`config.mk`:
```
export PLATFORM = sky130hd
export DESIGN_NAME = fpil_issue_scoreboard
export DESIGN_NICKNAME = d
export VERILOG_FILES = /design/src/rtl/fpil_pkg.sv /design/src/rtl/fpil_class_decode.sv /design/src/rtl/fpil_unit_track.sv /design/src/rtl/fpil_reg_ready.sv /design/src/rtl/fpil_issue_scoreboard.sv
export SDC_FILE = /design/constraint.sdc
export NUM_CORES = 1
export LEC_CHECK = 0
export ABC_CLOCK_PERIOD_IN_PS = 9730
export BUFFER_PORTS_ARGS = -buffer_cell sky130_fd_sc_hd__buf_4
export CAP_MARGIN = 20
export CORE_UTILIZATION = 30
export CTS_BUF_LIST = sky130_fd_sc_hd__clkbuf_4
export CTS_CLUSTER_DIAMETER = 50
export DETAILED_ROUTE_END_ITERATION = 6
export GPL_TIMING_DRIVEN = 0
export PLACE_DENSITY = 0.51
export SLEW_MARGIN = 10
export SYNTH_ARGS = -nofsm -noshare
export SYNTH_HDL_FRONTEND = slang
export SYNTH_HIERARCHICAL = 1
export SYNTH_SLANG_ARGS = --single-unit
```
`constraint.sdc`:
```
create_clock -name clk -period 9.73 [get_ports clk]
set_input_delay 0.973 -clock clk [delete_from_list [all_inputs] [get_ports clk]]
set_output_delay 0.973 -clock clk [all_outputs]
set_load 0.01 [all_outputs]
```
`src/rtl/fpil_pkg.sv`:
```
package fpil_pkg;

  typedef enum logic [2:0] {
    OP_ADDLIKE  = 3'd0,
    OP_MULLIKE  = 3'd1,
    OP_DIV_SP   = 3'd2,
    OP_DIV_DP   = 3'd3,
    OP_LD_SP    = 3'd4,
    OP_LD_DP    = 3'd5,
    OP_FLAGXFER = 3'd6,
    OP_NONE     = 3'd7
  } op_cls_e;

  localparam int NUM_UNITS = 5;
  localparam int U_MAC = 0;
  localparam int U_DIV = 1;
  localparam int U_LS1 = 2;
  localparam int U_LS2 = 3;
  localparam int U_LS3 = 4;

endpackage

```
`src/rtl/fpil_class_decode.sv`:
```
module fpil_class_decode
  import fpil_pkg::*;
#(
  parameter int DEPTH    = 4,
  parameter int LAT_W    = 6,
  parameter int LAT_ADD  = 5,
  parameter int LAT_MUL  = 6,
  parameter int LAT_DIVS = 18,
  parameter int LAT_DIVD = 32,
  parameter int LAT_LDS  = 4,
  parameter int LAT_LDD  = 5
) (
  input  logic [2:0]                       op_i,
  output logic [NUM_UNITS-1:0][DEPTH-1:0]  pat_o,
  output logic                             reads_o,
  output logic                             writes_o,
  output logic                             arith_o,
  output logic                             flag_o,
  output logic [LAT_W-1:0]                 lat_m1_o
);

  always_comb begin
    pat_o    = '0;
    reads_o  = 1'b0;
    writes_o = 1'b0;
    arith_o  = 1'b0;
    flag_o   = 1'b0;
    lat_m1_o = '0;
    case (op_cls_e'(op_i))
      OP_ADDLIKE: begin
        pat_o[U_MAC][0] = 1'b1;
        reads_o  = 1'b1;
        writes_o = 1'b1;
        arith_o  = 1'b1;
        lat_m1_o = LAT_W'(LAT_ADD - 1);
      end
      OP_MULLIKE: begin
        pat_o[U_MAC][1:0] = 2'b11;
        reads_o  = 1'b1;
        writes_o = 1'b1;
        arith_o  = 1'b1;
        lat_m1_o = LAT_W'(LAT_MUL - 1);
      end
      OP_DIV_SP: begin
        pat_o[U_DIV][3:0] = 4'b1111;
        reads_o  = 1'b1;
        writes_o = 1'b1;
        arith_o  = 1'b1;
        lat_m1_o = LAT_W'(LAT_DIVS - 1);
      end
      OP_DIV_DP: begin
        pat_o[U_MAC][0]   = 1'b1;
        pat_o[U_DIV][3:0] = 4'b1111;
        reads_o  = 1'b1;
        writes_o = 1'b1;
        arith_o  = 1'b1;
        lat_m1_o = LAT_W'(LAT_DIVD - 1);
      end
      OP_LD_SP: begin
        pat_o[U_LS1][0] = 1'b1;
        pat_o[U_LS2][1] = 1'b1;
        writes_o = 1'b1;
        lat_m1_o = LAT_W'(LAT_LDS - 1);
      end
      OP_LD_DP: begin
        pat_o[U_LS1][0]   = 1'b1;
        pat_o[U_LS2][1:0] = 2'b11;
        pat_o[U_LS3][2:0] = 3'b111;
        writes_o = 1'b1;
        lat_m1_o = LAT_W'(LAT_LDD - 1);
      end
      OP_FLAGXFER: flag_o = 1'b1;
      default: ;
    endcase
  end

endmodule

```
`src/rtl/fpil_unit_track.sv`:
```
module fpil_unit_track #(
  parameter int DEPTH = 4
) (
  input  logic             clk,
  input  logic             rst,
  input  logic             fire_i,
  input  logic [DEPTH-1:0] pat_i,
  output logic             conflict_o,
  output logic             pending_o
);

  // bit k set: the unit is taken k cycles from now
  logic [DEPTH-1:0] resv_q;

  always_ff @(posedge clk) begin
    if (rst) begin
      resv_q <= '0;
    end else begin
      resv_q <= (resv_q | (fire_i ? pat_i : '0)) >> 1;
    end
  end

  assign conflict_o = |(resv_q & pat_i);
  assign pending_o  = |resv_q;

endmodule

```
`src/rtl/fpil_reg_ready.sv`:
```
module fpil_reg_ready #(
  parameter int NUM_REGS = 32,
  parameter int IDX_W    = 5,
  parameter int LAT_W    = 6
) (
  input  logic             clk,
  input  logic             rst,
  input  logic             wr_en_i,
  input  logic [IDX_W-1:0] wr_idx_i,
  input  logic [LAT_W-1:0] wr_lat_m1_i,
  input  logic             wr_fwd_i,
  input  logic             consumer_arith_i,
  input  logic [IDX_W-1:0] src_a_i,
  input  logic [IDX_W-1:0] src_b_i,
  output logic             ready_a_o,
  output logic             ready_b_o
);

  logic [NUM_REGS-1:0][LAT_W-1:0] cnt_q;
  logic [NUM_REGS-1:0]            fwd_q;

  for (genvar g = 0; g < NUM_REGS; g++) begin : g_reg
    always_ff @(posedge clk) begin
      if (rst) begin
        cnt_q[g] <= '0;
        fwd_q[g] <= 1'b0;
      end else if (wr_en_i && (wr_idx_i == IDX_W'(g))) begin
        cnt_q[g] <= wr_lat_m1_i;
        fwd_q[g] <= wr_fwd_i;
      end else if (cnt_q[g] != '0) begin
        cnt_q[g] <= cnt_q[g] - LAT_W'(1);
      end
    end
  end

  logic [LAT_W-1:0] cnt_a, cnt_b;

  always_comb begin
    cnt_a     = cnt_q[src_a_i];
    cnt_b     = cnt_q[src_b_i];
    ready_a_o = (cnt_a == '0) ||
                (consumer_arith_i && fwd_q[src_a_i] && (cnt_a == LAT_W'(1)));
    ready_b_o = (cnt_b == '0) ||
                (consumer_arith_i && fwd_q[src_b_i] && (cnt_b == LAT_W'(1)));
  end

endmodule

```
`src/rtl/fpil_issue_scoreboard.sv`:
```
module fpil_issue_scoreboard
  import fpil_pkg::*;
#(
  parameter int  NUM_REGS    = 32,
  parameter int  RESV_DEPTH  = 4,
  parameter int  LAT_ADD     = 5,
  parameter int  LAT_MUL     = 6,
  parameter int  LAT_DIVS    = 18,
  parameter int  LAT_DIVD    = 32,
  parameter int  LAT_LDS     = 4,
  parameter int  LAT_LDD     = 5,
  localparam int IDX_W       = $clog2(NUM_REGS),
  localparam int LAT_W       = $clog2(LAT_DIVD + 1)
) (
  input  logic             clk,
  input  logic             rst,
  input  logic             issue_valid,
  input  logic             core_hold,
  input  logic [2:0]       op_class,
  input  logic [IDX_W-1:0] src_a,
  input  logic [IDX_W-1:0] src_b,
  input  logic [IDX_W-1:0] dst,
  output logic             stall
);

  // units a flag transfer must see empty
  localparam logic [NUM_UNITS-1:0] DRAIN_MASK =
    NUM_UNITS'((1 << U_MAC) | (1 << U_DIV));

  logic [NUM_UNITS-1:0][RESV_DEPTH-1:0] pat;
  logic                                 reads, writes, arith, is_flag;
  logic [LAT_W-1:0]                     lat_m1;
  logic [NUM_UNITS-1:0]                 unit_conflict, unit_pending;
  logic                                 ready_a, ready_b;
  logic                                 struct_hit, drain_block, raw_hit, fire;

  fpil_class_decode #(
    .DEPTH   (RESV_DEPTH),
    .LAT_W   (LAT_W),
    .LAT_ADD (LAT_ADD),
    .LAT_MUL (LAT_MUL),
    .LAT_DIVS(LAT_DIVS),
    .LAT_DIVD(LAT_DIVD),
    .LAT_LDS (LAT_LDS),
    .LAT_LDD (LAT_LDD)
  ) u_decode (
    .op_i    (op_class),
    .pat_o   (pat),
    .reads_o (reads),
    .writes_o(writes),
    .arith_o (arith),
    .flag_o  (is_flag),
    .lat_m1_o(lat_m1)
  );

  for (genvar u = 0; u < NUM_UNITS; u++) begin : g_unit
    fpil_unit_track #(.DEPTH(RESV_DEPTH)) u_track (
      .clk       (clk),
      .rst       (rst),
      .fire_i    (fire),
      .pat_i     (pat[u]),
      .conflict_o(unit_conflict[u]),
      .pending_o (unit_pending[u])
    );
  end

  fpil_reg_ready #(
    .NUM_REGS(NUM_REGS),
    .IDX_W   (IDX_W),
    .LAT_W   (LAT_W)
  ) u_ready (
    .clk             (clk),
    .rst             (rst),
    .wr_en_i         (fire && writes),
    .wr_idx_i        (dst),
    .wr_lat_m1_i     (lat_m1),
    .wr_fwd_i        (arith),
    .consumer_arith_i(arith),
    .src_a_i         (src_a),
    .src_b_i         (src_b),
    .ready_a_o       (ready_a),
    .ready_b_o       (ready_b)
  );

  assign struct_hit  = |unit_conflict;
  assign drain_block = is_flag && |(unit_pending & DRAIN_MASK);
  assign raw_hit     = reads && !(ready_a && ready_b);
  assign stall       = issue_valid &&
                       (core_hold || struct_hit || drain_block || raw_hit);
  assign fire        = issue_valid && !stall;

endmodule

```
# Word level (Yosys, flattened, before mapping)
# Cells that the tools add are included.
dict set report totals {
  latch_bits 0
  output_inout_bits 1
  mem_bits_ro 0
  register_bits 244
  elab_cells 369
  ram_bits 0
  inputBits 22
  memories 0
}
dict set report op_classes {
  magnitude_cmp 2
  muxes 87
  n_reduce_logical 125
  n_eq_ne 39
  n_bitwise 10
  n_div 0
  addsub 32
  n_shift 0
  mul 0
}
# operator count
set op_table {}
lappend op_table {{6-bit two-way mux} 66}
lappend op_table {{6-bit nonzero test} 32}
lappend op_table {{6-bit by 1-bit subtractor with 6-bit output (second input constant)} 32}
lappend op_table {{5-bit == test (second input constant)} 16}
lappend op_table {{2-bit nonzero test} 32}
lappend op_table {{6-bit binary-select mux with 5-bit select} 2}
lappend op_table {{1-bit logical AND} 42}
lappend op_table {{5-bit by 4-bit == test with 1-bit output (second input constant)} 8}
lappend op_table {{5-bit case mux with 5 select lines} 1}
lappend op_table {{5-bit by 3-bit == test with 1-bit output (second input constant)} 4}
lappend op_table {{4-bit bitwise OR} 5}
lappend op_table {{20-bit OR reduction} 1}
lappend op_table {{6-bit by 1-bit == test with 1-bit output (second input constant)} 2}
lappend op_table {{6-bit logical NOT} 2}
lappend op_table {{5-bit by 6-bit < comparator with 1-bit output (second input constant)} 2}
lappend op_table {{1-bit binary-select mux with 5-bit select} 2}
lappend op_table {{5-bit by 2-bit == test with 1-bit output (second input constant)} 2}
lappend op_table {{1-bit two-way mux} 10}
lappend op_table {{3-bit == test (second input constant)} 3}
lappend op_table {{4-bit by 2-bit AND with 4-bit output} 2}
lappend op_table {{4-bit two-way mux} 2}
lappend op_table {{8-bit OR reduction} 1}
lappend op_table {{3-bit by 2-bit == test with 1-bit output (second input constant)} 2}
lappend op_table {{3-bit two-way mux} 2}
lappend op_table {{14 further kinds} 22}

# Depth between registers and ports, before layout
dict set report depth {
  depth_word 16
  mapped_depth 18
  mapped_depth_nobuf 15
}

# By module
# Netlist, hierarchy kept.
# mod cells_per_inst area_each_um2 seq_area_each_um2 n_inst
set modules_own_cells {}
lappend modules_own_cells {fpil_reg_ready 1719 13432.9 4484.3 1}
lappend modules_own_cells {fpil_unit_track 11 106.4 60.1 5}
lappend modules_own_cells {fpil_class_decode 36 259.0 0.0 1}
lappend modules_own_cells {fpil_issue_scoreboard 8 51.3 0.0 1}

# Worst setup path before layout
# OpenSTA, ideal clock, no wires.
dict set report synth_path {
  kind {input to register}
  from {input port src_b[1]}
  to {register u_ready/cnt_q[80] in the netlist's numbering}
  arrival_time_ns 4.103
  setup_ns 0.128
  setup_slack_ns 5.499
  n_path_buf 3
  stages 15
  cell_sequence {buf_6 -> buf_6 -> mux4_2 -> mux2_2 -> a311o_1 -> o22ai_1 -> a21boi_1 -> and4b_1 -> and3_1 -> nor2b_1 -> nand2_1 -> nor2_1 -> buf_1 -> mux2i_1 -> nor2_1}
}
dict set report synth_via {
  elab_chain_len 15
  word_cells_on_any_way 20
  classes_between {eq/ne (1); mux (5); reduce/logical (14)}
}
# element line_no
set synth_lines {}
lappend synth_lines {{start: declaration} fpil_issue_scoreboard.sv:21} ;# input logic [IDX_W-1:0] src_b,
lappend synth_lines {{6-bit binary-select mux with 5-bit select or 1-bit binary-select mux with 5-bit select (tied branches)} {fpil_reg_ready.sv:40, fpil_reg_ready.sv:44}}
lappend synth_lines {{6-bit two-way mux (implied by the code) or 1-bit two-way mux (tied branches)} {fpil_reg_ready.sv:40, fpil_reg_ready.sv:44}}
lappend synth_lines {{6-bit by 1-bit == test with 1-bit output or 1-bit logical AND (tied branches)} fpil_reg_ready.sv:44} ;# (consumer_arith_i && fwd_q[src_b_i] && (cnt_b == LAT_W'(1)));
lappend synth_lines {{1-bit logical AND} fpil_reg_ready.sv:44}
lappend synth_lines {{1-bit logical OR *} fpil_reg_ready.sv:43} ;# ready_b_o = (cnt_b == '0) ||
lappend synth_lines {{net ready_b} fpil_issue_scoreboard.sv:34} ;# logic ready_a, ready_b;
lappend synth_lines {{1-bit logical AND *} fpil_issue_scoreboard.sv:87} ;# assign raw_hit = reads && !(ready_a && ready_b);
lappend synth_lines {{1-bit logical NOT *} fpil_issue_scoreboard.sv:87}
lappend synth_lines {{1-bit logical AND *} fpil_issue_scoreboard.sv:87}
lappend synth_lines {{1-bit logical OR *} fpil_issue_scoreboard.sv:89} ;# (core_hold || struct_hit || drain_block || raw_hit);
lappend synth_lines {{1-bit logical AND *} fpil_issue_scoreboard.sv:88} ;# assign stall = issue_valid &&
lappend synth_lines {{1-bit logical NOT *} fpil_issue_scoreboard.sv:90} ;# assign fire = issue_valid && !stall;
lappend synth_lines {{1-bit logical AND *} fpil_issue_scoreboard.sv:90}
lappend synth_lines {{1-bit logical AND *} fpil_issue_scoreboard.sv:74} ;# .wr_en_i (fire && writes),
lappend synth_lines {{1-bit logical AND *} fpil_reg_ready.sv:27} ;# end else if (wr_en_i && (wr_idx_i == IDX_W'(g))) begin
lappend synth_lines {{6-bit two-way mux or 2-bit nonzero test (tied branches)} -}
lappend synth_lines {{end signal: indexed assignment} fpil_reg_ready.sv:28} ;# cnt_q[g] <= wr_lat_m1_i;
lappend synth_lines {{end signal: indexed assignment} fpil_reg_ready.sv:31} ;# cnt_q[g] <= cnt_q[g] - LAT_W'(1);
lappend synth_lines {{end: declaration} fpil_reg_ready.sv:19} ;# logic [NUM_REGS-1:0][LAT_W-1:0] cnt_q;
# Mark *: on every way through the listed nets, which the timed path passes. The rest lies on a longest branch. The select of a mux whose other input is x is not followed.
# A chain may end at the register's enable or synchronous reset.

# Worst setup path in the final report
dict set report layout_path {
  from {input port src_b[1]}
  to {register u_ready.fwd_q[0]}
}
dict set report layout_via {
  elab_chain_len 14
  word_cells_on_any_way 18
  classes_between {eq/ne (1); mux (4); reduce/logical (13)}
}
# element line_no
set layout_lines {}
lappend layout_lines {{6-bit binary-select mux with 5-bit select or 1-bit binary-select mux with 5-bit select (tied branches)} {fpil_reg_ready.sv:40, fpil_reg_ready.sv:44}}
lappend layout_lines {{6-bit two-way mux (implied by the code) or 1-bit two-way mux (tied branches)} {fpil_reg_ready.sv:40, fpil_reg_ready.sv:44}}
lappend layout_lines {{6-bit by 1-bit == test with 1-bit output or 1-bit logical AND (tied branches)} fpil_reg_ready.sv:44}
lappend layout_lines {{1-bit logical AND} fpil_reg_ready.sv:44}
lappend layout_lines {{1-bit logical OR *} fpil_reg_ready.sv:43}
lappend layout_lines {{net ready_b} fpil_issue_scoreboard.sv:34}
lappend layout_lines {{1-bit logical AND *} fpil_issue_scoreboard.sv:87}
lappend layout_lines {{1-bit logical NOT *} fpil_issue_scoreboard.sv:87}
lappend layout_lines {{1-bit logical AND *} fpil_issue_scoreboard.sv:87}
lappend layout_lines {{1-bit logical OR *} fpil_issue_scoreboard.sv:89}
lappend layout_lines {{1-bit logical AND *} fpil_issue_scoreboard.sv:88}
lappend layout_lines {{1-bit logical NOT *} fpil_issue_scoreboard.sv:90}
lappend layout_lines {{1-bit logical AND *} fpil_issue_scoreboard.sv:90}
lappend layout_lines {{1-bit logical AND *} fpil_issue_scoreboard.sv:74}
lappend layout_lines {{1-bit logical AND *} fpil_reg_ready.sv:27}
lappend layout_lines {{end signal: indexed assignment} fpil_reg_ready.sv:29} ;# fwd_q[g] <= wr_fwd_i;
lappend layout_lines {{end: declaration} fpil_reg_ready.sv:20} ;# logic [NUM_REGS-1:0] fwd_q;
# Marks and branches as above.

==> results.sh <==
export IMPL_run_status="finished with violations"
export IMPL_via_per_inst=5.378
export IMPL_crit_buf_inv=4
export IMPL_antenna_found_initial=3
export IMPL_crit_path_end_kind="flip-flop"
export IMPL_start_util=0.3049
export IMPL_first_pass_iters=7
export IMPL_cts_tree="built"
export IMPL_slew_violations=0
export IMPL_nFillCells=4958
export IMPL_dp_hpwl_um=37750
export IMPL_clk_path_buf_depth=3
export IMPL_nets=1968
export IMPL_fin_crit_ps=5520
export IMPL_grt_pass1_wl_um=79090
export IMPL_cp_data_arrival_time_ps=6140
export IMPL_wl_per_cell_um=20.13
export IMPL_critPathMaxStageDelay_ps=920
export IMPL_cp_top_family="simple AND/OR/NAND/NOR gates"
export IMPL_stdcell_count=2569
export IMPL_path_max_fanout=10
export IMPL_grt_max_degree=17
export IMPL_fin_crit_sh=0.5674
export IMPL_peakVddDrop_mv=0.1478
export IMPL_cts_hold_buf=0
export IMPL_start_kind="input port"
export IMPL_die_y_um=220.0
export IMPL_cts_resized=0
export IMPL_cp_cell_sequence="buf_6, clkbuf_1, clkbuf_1, a211oi_1, a2111oi_0, a31oi_1, o22ai_1, a21boi_1, and4b_1, and3_1, nand2b_1, nor3_1, nand2_1, clkbuf_1, mux2i_1, nor2_1"
export IMPL_post_cts_buffers=0
export IMPL_cp_required_ps=10350
export IMPL_drt_wl_total_um=51730
export IMPL_ctsHtreeMaxLevel=3
export IMPL_drcViolationCount=2
export IMPL_slowest_stage="nor3_1"
export IMPL_clk_latency_ps=770
export IMPL_cap_viol_max_count=0
export IMPL_cp_common_cell="clkbuf_1"
export IMPL_avgSynthCellArea_sq_um=7.855
export IMPL_finalHoldViolCount=0
export IMPL_slew_headroom=0.2103
export IMPL_drive_above_1_share=0.1045
export IMPL_num_vias=13820
export IMPL_die_x_um=220.0
export IMPL_synth_area_sq_um=14260
export IMPL_port_buffers=16
export IMPL_path_class="input port to flip-flop"
export IMPL_fin_skew_ps=41.97
export IMPL_die_area_sq_um=48400
export IMPL_worst_pin_slew_ps=1175
export IMPL_setup_viol=0
export IMPL_whs_ps=466.0
export IMPL_p_total_w=0.005201
export IMPL_path_clk_slew_ps=70
export IMPL_gp_congestion=0.9507
export IMPL_cts_root_buffer="clkbuf_4"
export IMPL_cts_buffers=72
export IMPL_ant_nets=0
export IMPL_fmax_mhz=181.1
export IMPL_first_iter_violations=1167
export IMPL_placedCellCount=2447
export IMPL_grt_overflow=0
export IMPL_areaGrowthSynthToFinish_pct=12.38
export IMPL_syn_instance_count=1815
export IMPL_power_density_nw_per_um2=324.7
export IMPL_violations="design-rule violations"
export IMPL_leakage_nw=6.231
export IMPL_ios=23
export IMPL_min_path_type="flip-flop to flip-flop"
export IMPL_grt_pass1_vias=13190
export IMPL_row_count=79
export IMPL_clkSinkCount=239
export IMPL_grt_usage=0.2185
export IMPL_setup_tns_final_ps=0
export IMPL_rsz0062_at_grt="no"
export IMPL_fp_coreArea_sq_um=46750
export IMPL_synth_warnings=6
[sequential cells by signal (all words and copies together) (netlist names)]
| name | flops |
|---|---|
| g_unit.u_track/resv_q | 15 |
| u_ready/cnt_q | 192 |
| u_ready/fwd_q | 32 |
[stage by stage]
step           setup slack [ps]  utilization  cell area [sq um]
2_1_floorplan              5499            -              14290
3_3_place_gp               3718       0.3244              15170
3_5_place_dp               3584       0.3247              15180
4_1_cts                    4413       0.3426              16020
5_1_grt                    4026       0.3427              16020
6_report                   4210       0.3427              16020
[layer usage]
| metal | GRT usage | routed length, um |
|---|---|---|
| met2 | 0.3430 | 22820 |
| met4 | 0.09126 | 1783 |
| met5 | 0 | 11 |
| met3 | 0.05562 | 4146 |
| met1 | 0.2828 | 22970 |
[where the power goes]
| group | switching [W] | internal [W] | total [W] |
|---|---|---|---|
| clock | 0.000459 | 0.000477 | 0.000936 |
| sequential | 0.000370 | 0.00132 | 0.00169 |
| combinational | 0.00140 | 0.00118 | 0.00258 |
[final cells by class]
type	count	area, sq um	area share
Timing Repair Buffer	17	135.1	0.008435
Tap cell	607	759.5	0.04741
Buffer	113	569.3	0.03554
Antenna cell	1	2.502	0.0001562
Multi-Input combinational cell	1393	8638	0.5392
Sequential cell	239	4785	0.2987
Clock inverter	19	71.32	0.004452
Clock buffer	102	765.7	0.04780
Inverter	78	294.0	0.01835
[worst paths after layout]
path                                from                     endpoint  slack, ps  cells past startpoint
min reg2reg  g_unit[2].u_track/resv_q[1]  g_unit[2].u_track/resv_q[0]        470                      2
max reg2reg           u_ready/cnt_q[101]             u_ready/fwd_q[0]       4260                     15
min          g_unit[2].u_track/resv_q[1]  g_unit[2].u_track/resv_q[0]        470                      2
max                             src_b[1]             u_ready/fwd_q[0]       4210                     16
[worst register-to-register path, stage by stage (launching register included)]
cell and delay (ps):
dfxtp_1 330, nor4_2 700, a311oi_1 270, a22o_1 270, a2111oi_0 440, a31oi_1 130, o22ai_1 240, a21boi_1 180
and4b_1 320, and3_1 450, nand2b_1 190, nor3_1 920, nand2_1 290, clkbuf_1 320, mux2i_1 220, nor2_1 50
[layout by cell type (no fill, tap or decap), types with 13 or more instances in the layout]
| cell | instances |
|---|---|
| nand2_1 | 279 |
| nor2_1 | 257 |
| dfxtp_1 | 239 |
| a21oi_1 | 128 |
| clkbuf_4 | 102 |
| a211oi_1 | 90 |
| clkbuf_1 | 81 |
| inv_1 | 76 |
| nor3_1 | 72 |
| xnor2_1 | 70 |
| nand3_1 | 40 |
| xor2_1 | 38 |
| buf_4 | 35 |
| o211ai_1 | 34 |
| or3_1 | 33 |
| mux4_2 | 32 |
| nand2b_1 | 32 |
| ha_1 | 32 |
| mux2i_1 | 27 |
| clkinv_1 | 17 |
| a311oi_1 | 17 |
| nor4_1 | 14 |
| mux2_2 | 14 |
| nor2b_1 | 13 |
| nor3b_1 | 13 |
No activity file was read; power rests on OpenSTA's default activity.
